`src/rtl/mmu_perm_pkg.sv`:
```
package mmu_perm_pkg;

    typedef enum logic [1:0] {
        ACC_LOAD  = 2'd0,
        ACC_STORE = 2'd1,
        ACC_FETCH = 2'd2,
        ACC_RSVD  = 2'd3
    } acc_kind_e;

    typedef struct packed {
        logic rd;
        logic wr;
        logic ex;
    } rights_t;

    typedef enum logic [1:0] {
        FK_NONE   = 2'd0,
        FK_NOEXEC = 2'd1,
        FK_MISS   = 2'd2,
        FK_PROT   = 2'd3
    } fault_kind_e;

    localparam int SYND_W = 32;

    localparam logic [SYND_W-1:0] SYN_CLEAR    = 32'h0000_0000;
    localparam logic [SYND_W-1:0] SYN_NOEXEC   = 32'h1000_0000;
    localparam logic [SYND_W-1:0] SYN_MISS_RD  = 32'h4000_0000;
    localparam logic [SYND_W-1:0] SYN_MISS_WR  = 32'h4200_0000;
    localparam logic [SYND_W-1:0] SYN_PROT_RD  = 32'h0800_0000;
    localparam logic [SYND_W-1:0] SYN_PROT_WR  = 32'h0A00_0000;

    // Read/write rights for a translated page from key and protection code
    function automatic rights_t page_rights(input logic key,
                                            input logic [1:0] pp,
                                            input logic nx);
        rights_t r;
        r = '0;
        if (!key) begin
            r.rd = 1'b1;
            r.wr = (pp != 2'd3);
        end else begin
            unique case (pp)
                2'd0:    begin r.rd = 1'b0; r.wr = 1'b0; end
                2'd2:    begin r.rd = 1'b1; r.wr = 1'b1; end
                default: begin r.rd = 1'b1; r.wr = 1'b0; end
            endcase
        end
        r.ex = !nx;
        return r;
    endfunction

    // Right that a given access kind requires
    function automatic rights_t needed_rights(input acc_kind_e k);
        rights_t n;
        n = '0;
        unique case (k)
            ACC_STORE: n.wr = 1'b1;
            ACC_FETCH: n.ex = 1'b1;
            default:   n.rd = 1'b1;
        endcase
        return n;
    endfunction

    // Fixed status word per fault kind and direction
    function automatic logic [SYND_W-1:0] status_word(input fault_kind_e f,
                                                      input logic is_store);
        logic [SYND_W-1:0] s;
        unique case (f)
            FK_NOEXEC: s = SYN_NOEXEC;
            FK_MISS:   s = is_store ? SYN_MISS_WR : SYN_MISS_RD;
            FK_PROT:   s = is_store ? SYN_PROT_WR : SYN_PROT_RD;
            default:   s = SYN_CLEAR;
        endcase
        return s;
    endfunction

endpackage

```
`src/rtl/mmu_perm_rights.sv`:
```
module mmu_perm_rights
    import mmu_perm_pkg::*;
(
    input  logic       priv_user,
    input  logic       key_sup,
    input  logic       key_usr,
    input  logic       no_exec,
    input  logic       direct,
    input  logic       miss,
    input  logic [1:0] pp,
    output logic       key,
    output rights_t    granted
);

    always_comb begin
        key = priv_user ? key_usr : key_sup;
    end

    always_comb begin
        if (direct) begin
            // direct-store segment: table result unused, no execute
            granted.rd = !key;
            granted.wr = key;
            granted.ex = 1'b0;
        end else if (miss) begin
            granted = '0;
        end else begin
            granted = page_rights(key, pp, no_exec);
        end
    end

endmodule

```
`src/rtl/mmu_perm_classify.sv`:
```
module mmu_perm_classify
    import mmu_perm_pkg::*;
(
    input  acc_kind_e          kind,
    input  logic               no_exec,
    input  logic               direct,
    input  logic               miss,
    input  logic               key,
    input  rights_t            granted,
    output logic               fault,
    output logic               on_data,
    output logic [SYND_W-1:0]  status
);

    logic        is_fetch;
    logic        is_store;
    logic        lacking;
    logic        ds_allowed;
    rights_t     need;
    fault_kind_e fk;

    always_comb begin
        is_fetch   = (kind == ACC_FETCH);
        is_store   = (kind == ACC_STORE);
        need       = needed_rights(kind);
        lacking    = |(need & ~granted);
        ds_allowed = is_store ? key : !key;
    end

    // Priority: no-execute/direct fetch, direct-store check, miss, rights
    always_comb begin
        if (is_fetch && (direct || no_exec)) begin
            fk = FK_NOEXEC;
        end else if (direct) begin
            fk = ds_allowed ? FK_NONE : FK_PROT;
        end else if (miss) begin
            fk = FK_MISS;
        end else if (lacking) begin
            fk = FK_PROT;
        end else begin
            fk = FK_NONE;
        end
    end

    always_comb begin
        fault   = (fk != FK_NONE);
        on_data = fault && !is_fetch;
        status  = status_word(fk, is_store);
    end

endmodule

```
`src/rtl/mmu_perm_check.sv`:
```
module mmu_perm_check
    import mmu_perm_pkg::*;
#(
    parameter int ADDR_W = 32
) (
    input  logic              clk,
    input  logic              rst,
    input  logic              in_valid,
    input  logic [1:0]        in_kind,
    input  logic              in_user,
    input  logic              seg_ks,
    input  logic              seg_kp,
    input  logic              seg_nx,
    input  logic              seg_direct,
    input  logic [1:0]        page_pp,
    input  logic              walk_miss,
    input  logic [ADDR_W-1:0] eff_addr,
    output logic              out_valid,
    output logic              grant_r,
    output logic              grant_w,
    output logic              grant_x,
    output logic              fault,
    output logic              fault_is_data,
    output logic [31:0]       syndrome,
    output logic [ADDR_W-1:0] fault_addr
);

    acc_kind_e         kind;
    logic              key;
    rights_t           granted;
    logic              c_fault;
    logic              c_data;
    logic [SYND_W-1:0] c_status;

    always_comb begin
        kind = acc_kind_e'(in_kind);
    end

    mmu_perm_rights u_rights (
        .priv_user (in_user),
        .key_sup   (seg_ks),
        .key_usr   (seg_kp),
        .no_exec   (seg_nx),
        .direct    (seg_direct),
        .miss      (walk_miss),
        .pp        (page_pp),
        .key       (key),
        .granted   (granted)
    );

    mmu_perm_classify u_classify (
        .kind    (kind),
        .no_exec (seg_nx),
        .direct  (seg_direct),
        .miss    (walk_miss),
        .key     (key),
        .granted (granted),
        .fault   (c_fault),
        .on_data (c_data),
        .status  (c_status)
    );

    always_ff @(posedge clk) begin
        if (rst) begin
            out_valid     <= 1'b0;
            grant_r       <= 1'b0;
            grant_w       <= 1'b0;
            grant_x       <= 1'b0;
            fault         <= 1'b0;
            fault_is_data <= 1'b0;
            syndrome      <= '0;
            fault_addr    <= '0;
        end else begin
            out_valid <= in_valid;
            if (in_valid) begin
                grant_r       <= granted.rd;
                grant_w       <= granted.wr;
                grant_x       <= granted.ex;
                fault         <= c_fault;
                fault_is_data <= c_data;
                syndrome      <= c_status;
                if (c_data) begin
                    fault_addr <= eff_addr;
                end
            end
        end
    end

    // strobe follows request by exactly one cycle
    a_r10_valid_next: assert property (@(posedge clk) disable iff (rst)
        in_valid |=> out_valid);
    a_r10_idle_next: assert property (@(posedge clk) disable iff (rst)
        !in_valid |=> !out_valid);

    // no execute right in a no-execute segment
    a_r4_no_exec_grant: assert property (@(posedge clk) disable iff (rst)
        out_valid && $past(seg_nx) |-> !grant_x);

    // fetch faults are always instruction faults
    a_r5_fetch_is_instr: assert property (@(posedge clk) disable iff (rst)
        out_valid && fault && ($past(in_kind) == 2'd2) |-> !fault_is_data);

    // a miss on a translated segment grants nothing
    a_r6_miss_no_rights: assert property (@(posedge clk) disable iff (rst)
        out_valid && $past(walk_miss) && !$past(seg_direct)
        |-> !grant_r && !grant_w && !grant_x && fault);

    // an allowed store always holds write permission
    a_r7_store_has_write: assert property (@(posedge clk) disable iff (rst)
        out_valid && !fault && ($past(in_kind) == 2'd1) |-> grant_w);

    // data faults capture the address of their request
    a_r8_addr_capture: assert property (@(posedge clk) disable iff (rst)
        out_valid && fault && fault_is_data |-> fault_addr == $past(eff_addr));
    a_r8_addr_hold: assert property (@(posedge clk) disable iff (rst)
        !$past(rst) && !(out_valid && fault && fault_is_data) |-> $stable(fault_addr));

    // allowed access reports a clean status
    a_r11_clean_status: assert property (@(posedge clk) disable iff (rst)
        out_valid && !fault |-> (syndrome == 32'h0) && !fault_is_data);

endmodule

```
`config.mk`:
```
export PLATFORM = sky130hd
export DESIGN_NAME = mmu_perm_check
export DESIGN_NICKNAME = d
export VERILOG_FILES = /design/src/rtl/mmu_perm_pkg.sv /design/src/rtl/mmu_perm_rights.sv /design/src/rtl/mmu_perm_classify.sv /design/src/rtl/mmu_perm_check.sv
export SDC_FILE = /design/constraint.sdc
export NUM_CORES = 1
export LEC_CHECK = 0
export CELL_PAD_IN_SITES_DETAIL_PLACEMENT = 1
export CELL_PAD_IN_SITES_GLOBAL_PLACEMENT = 1
export CORE_MARGIN = 10
export CORE_UTILIZATION = 32
export CTS_BUF_LIST = sky130_fd_sc_hd__clkbuf_8
export DETAILED_ROUTE_END_ITERATION = 6
export PLACE_DENSITY = 0.88
export SLEW_MARGIN = 20
export SYNTH_ARGS = -nofsm -noshare
export SYNTH_HDL_FRONTEND = slang
export SYNTH_SLANG_ARGS = --single-unit
```
`constraint.sdc`:
```
create_clock -name clk -period 2.9 [get_ports clk]
set_input_delay 0.435 -clock clk [delete_from_list [all_inputs] [get_ports clk]]
set_output_delay 0.435 -clock clk [all_outputs]
set_load 0.02 [all_outputs]
```
==> impl_metrics.csv <==
group,metric,value,unit
status,status,"finished clean",
setup_path,crit_fanout,17,
pwr,switching_share,26.7,%
finish,antenna_cells,0,
route,drc,0,
setup_path,arrival,2.63,ns
synth,synth_common_cells,"nand2b_1, dfxtp_1, mux2i_1",
floorplanning,dieArea,10800,sq um
synth,synthCells,238,
sta,skew,0,ns
clock_tree,cts_resized,0,
clock_tree,cts_setup_buffers,0,
setup_path,slowest_stage,"clkdlybuf4s50_1",
synth,synthDistinctLibCells,37,
sta,maxSlewHeadroom,37.2,%
setup_path,cp_cell_sequence,"clkdlybuf4s50_1 -> mux2i_2 -> mux2_4 -> o32ai_4 -> o211a_2 -> buf_12 -> mux2i_1",
pwr,power.internal,1.14,mW
global_route,grt_pass1_wl,10100,um
clock_tree,postCtsHoldBufs,0,
place,dp.final_hpwl,4740,um
setup_path,r2r_end,"fault",
sta,finalSetupTns,0,ns
finish,final_nets,366,
sta,period_needed,2.40,ns
setup_path,startpoint,"in_user",
setup_path,required,3.12,ns
clock_tree,clk_latency,0.28,ns
floorplanning,die_x,104,um
clock_tree,clock_path_buffers,2,
setup_path,crit_path_end_kind,"flip-flop",
synth,synth_most_common_cell,"nand2b_1",
finish,nFillCells,790,
hold_path,hold_start,"syndrome[25]",
route,ant_nets,0,
setup_path,max_stage_delay,0.48,ns
route,routedWlPerCell,14.5,um
finish,area_growth_syn_to_layout,41.9,%
synth,synth_top_area_share,37.4,%
pwr,power.density,488,nW/um^2
setup_path,ff2ff_path_depth,3,
synth,netlist_area,2250,sq um
synth,netlist_top_cells_area,"dfxtp_1, nand2b_1, mux2i_1",
pwr,combPwrFrac,23.6,%
synth,ys_seq_area_share,37.4,%
place,port_buffers,86,
run,max_cap_violations,0,
route,drt_first_pass_iters,4,
route,viasPerCell,4.29,
synth,synthFlopType,"dfxtp_1",
setup_path,r2r-start,"fault",
setup_path,rrSetupSlack,2.05,ns
sta,period_share,82.9,%
synth,yosys_warnings,0,
global_route,grt_pass1_vias,1972,
finish,drive_gt1_share,6.25,%
global_route,grt_max_degree,75,
route,vias,1783,
pwr,ir_worst_vdd,233,uV
pwr,leakage,1.22,nW
clock_tree,cts_made_buffers,5,
synth,syn_area_per_cell,9.45,sq um
hold_path,worst_hold_path_type,"flip-flop to flip-flop",
global_route,grt_overflow,0,
finish,utilization,47.0,%
clock_tree,clk_pin_slew,0.10,ns
setup_path,crit_type,"input port to flip-flop",
setup_path,cp-start-kind,"input port",
floorplanning,ios,115,
pwr,p_seq_share,40.5,%
pwr,p_clk_share,35.9,%
clock_tree,h-tree-depth,2,
pwr,p_switching,415,uW
floorplanning,core_area,6790,sq um
sta,hold_viol,0,
sta,drv_slew,0,
global_route,grt_usage,11.2,%
place,globalplace.congestion,0.801,
sta,rsz0062_at_grt,"no",
synth,ys_ff_latch,42,
hold_path,worstHoldEndpoint,"syndrome[25]",
synth,synthArstFlopShare,0,%
floorplanning,start_util,33.1,%
clock_tree,root_buffer,"clkbuf_8",
synth,yosysTopAreaCell,"dfxtp_1",
sta,setup_viol,0,
floorplanning,num_rows,30,
floorplanning,die_h,104,um
global_route,antenna_found_initial,0,
clock_tree,cts_sinks,42,
route,drtIter0Drc,44,
hold_path,holdPathStages,2,
clock_tree,cts_tree,"done",
sta,tightest_slew,0.942,ns
sta,fmax,0.416,GHz
synth,synth_edf_count,0,
route,drt-total-wl,6040,um
-- metal layers --
layer | up-vias | track usage [%] | share of wire [%] | routed length, um
li1 | 878 | - | - | -
met1 | 837 | 12.4 | 43 | 2580
met2 | 63 | 19.8 | 50 | 3040
met3 | 5 | 3.59 | 6.0 | 365
met4 | 0 | 3.28 | 0.91 | 55
met5 | - | 0 | 0 | 0
-- cells by family after synthesis --
kind of cell               count (synthesis)  synth area share, %
other                                      1                0.167
and+or+nand+nor                           87                 22.6
adders and majority gates                  2                 1.11
xor gates and xnor gates                   1                0.390
DFF                                       42                 37.4
muxes                                     34                 15.5
buffers and inverters                     50                 15.6
AOI/OAI and AO/OA                         21                 7.23
-- worst max-delay path by stage --
stage	to	slack (ns)
after CTS	fault_addr[22]	0.48
after detailed placement	fault_addr[31]	0.19
final	fault_addr[23]	0.50
after floorplan	fault_addr[10]	0.88
after global placement	fault_addr[28]	0.29
after global routing	fault_addr[0]	0.43
-- flip-flops by register name, indices dropped and copies added (netlist names) --
signal / cells
fault_addr: 32
syndrome: 4
fault: 1
fault_is_data: 1
grant_r: 1
grant_w: 1
grant_x: 1
out_valid: 1
-- stage by stage --
step | std cells | instance area (sq um) | hold slack, ns | power [mW] | worst slack [ns]
floorplan | 265 | 2350 | 0.539 | 0.889 | 0.884
global placement | 408 | 3050 | 0.453 | 1.01 | 0.287
CTS | 416 | 3190 | 0.477 | 1.59 | 0.482
finish | 416 | 3190 | 0.471 | 1.56 | 0.496
detailed placement | 408 | 3050 | 0.459 | 1.01 | 0.190
global route | 416 | 3190 | 0.488 | 1.63 | 0.429
-- cells in the final DEF (no fill, tap or decap), types with 2 or more instances in the layout --
master	Yosys	final
inv_1	5	5
nor2_1	10	10
inv_2	2	2
a21oi_1	7	7
buf_12	3	2
nand2_1	6	6
clkbuf_8	0	5
mux2i_1	32	32
dfxtp_1	42	42
nand2b_1	64	64
ha_1	2	2
o21ai_0	2	2
conb_1	1	28
clkdlybuf4s50_1	0	85
bufinv_16	0	2
nor3_1	3	3
-- worst max-delay path: cells and delay by family --
family / cells / cell delay, ns
mux: 3 / 0.91
compound gates: 2 / 0.60
buf+inv: 2 / 0.66
-- power by group through the flow --
stage / Combinational (mW) / Sequential (mW) / Clock [mW]
final: 0.367 / 0.631 / 0.559
after CTS: 0.372 / 0.631 / 0.587
after detailed placement: 0.370 / 0.644 / 0
after floorplan: 0.202 / 0.687 / 0
after global placement: 0.363 / 0.644 / 0
after global routing: 0.397 / 0.636 / 0.600
-- final cells by class --
cell class | count | area, sq um | share of cell area [%]
multi-input combinational | 173 | 1160 | 36.3
clock inverter | 3 | 68.8 | 2.16
timing repair buffer | 89 | 903 | 28.3
clock buffer | 5 | 68.8 | 2.16
sequential | 42 | 841 | 26.4
inverter | 8 | 30.0 | 0.941
tap | 96 | 120 | 3.76
Note: power is estimated with default switching activity, not from simulation.
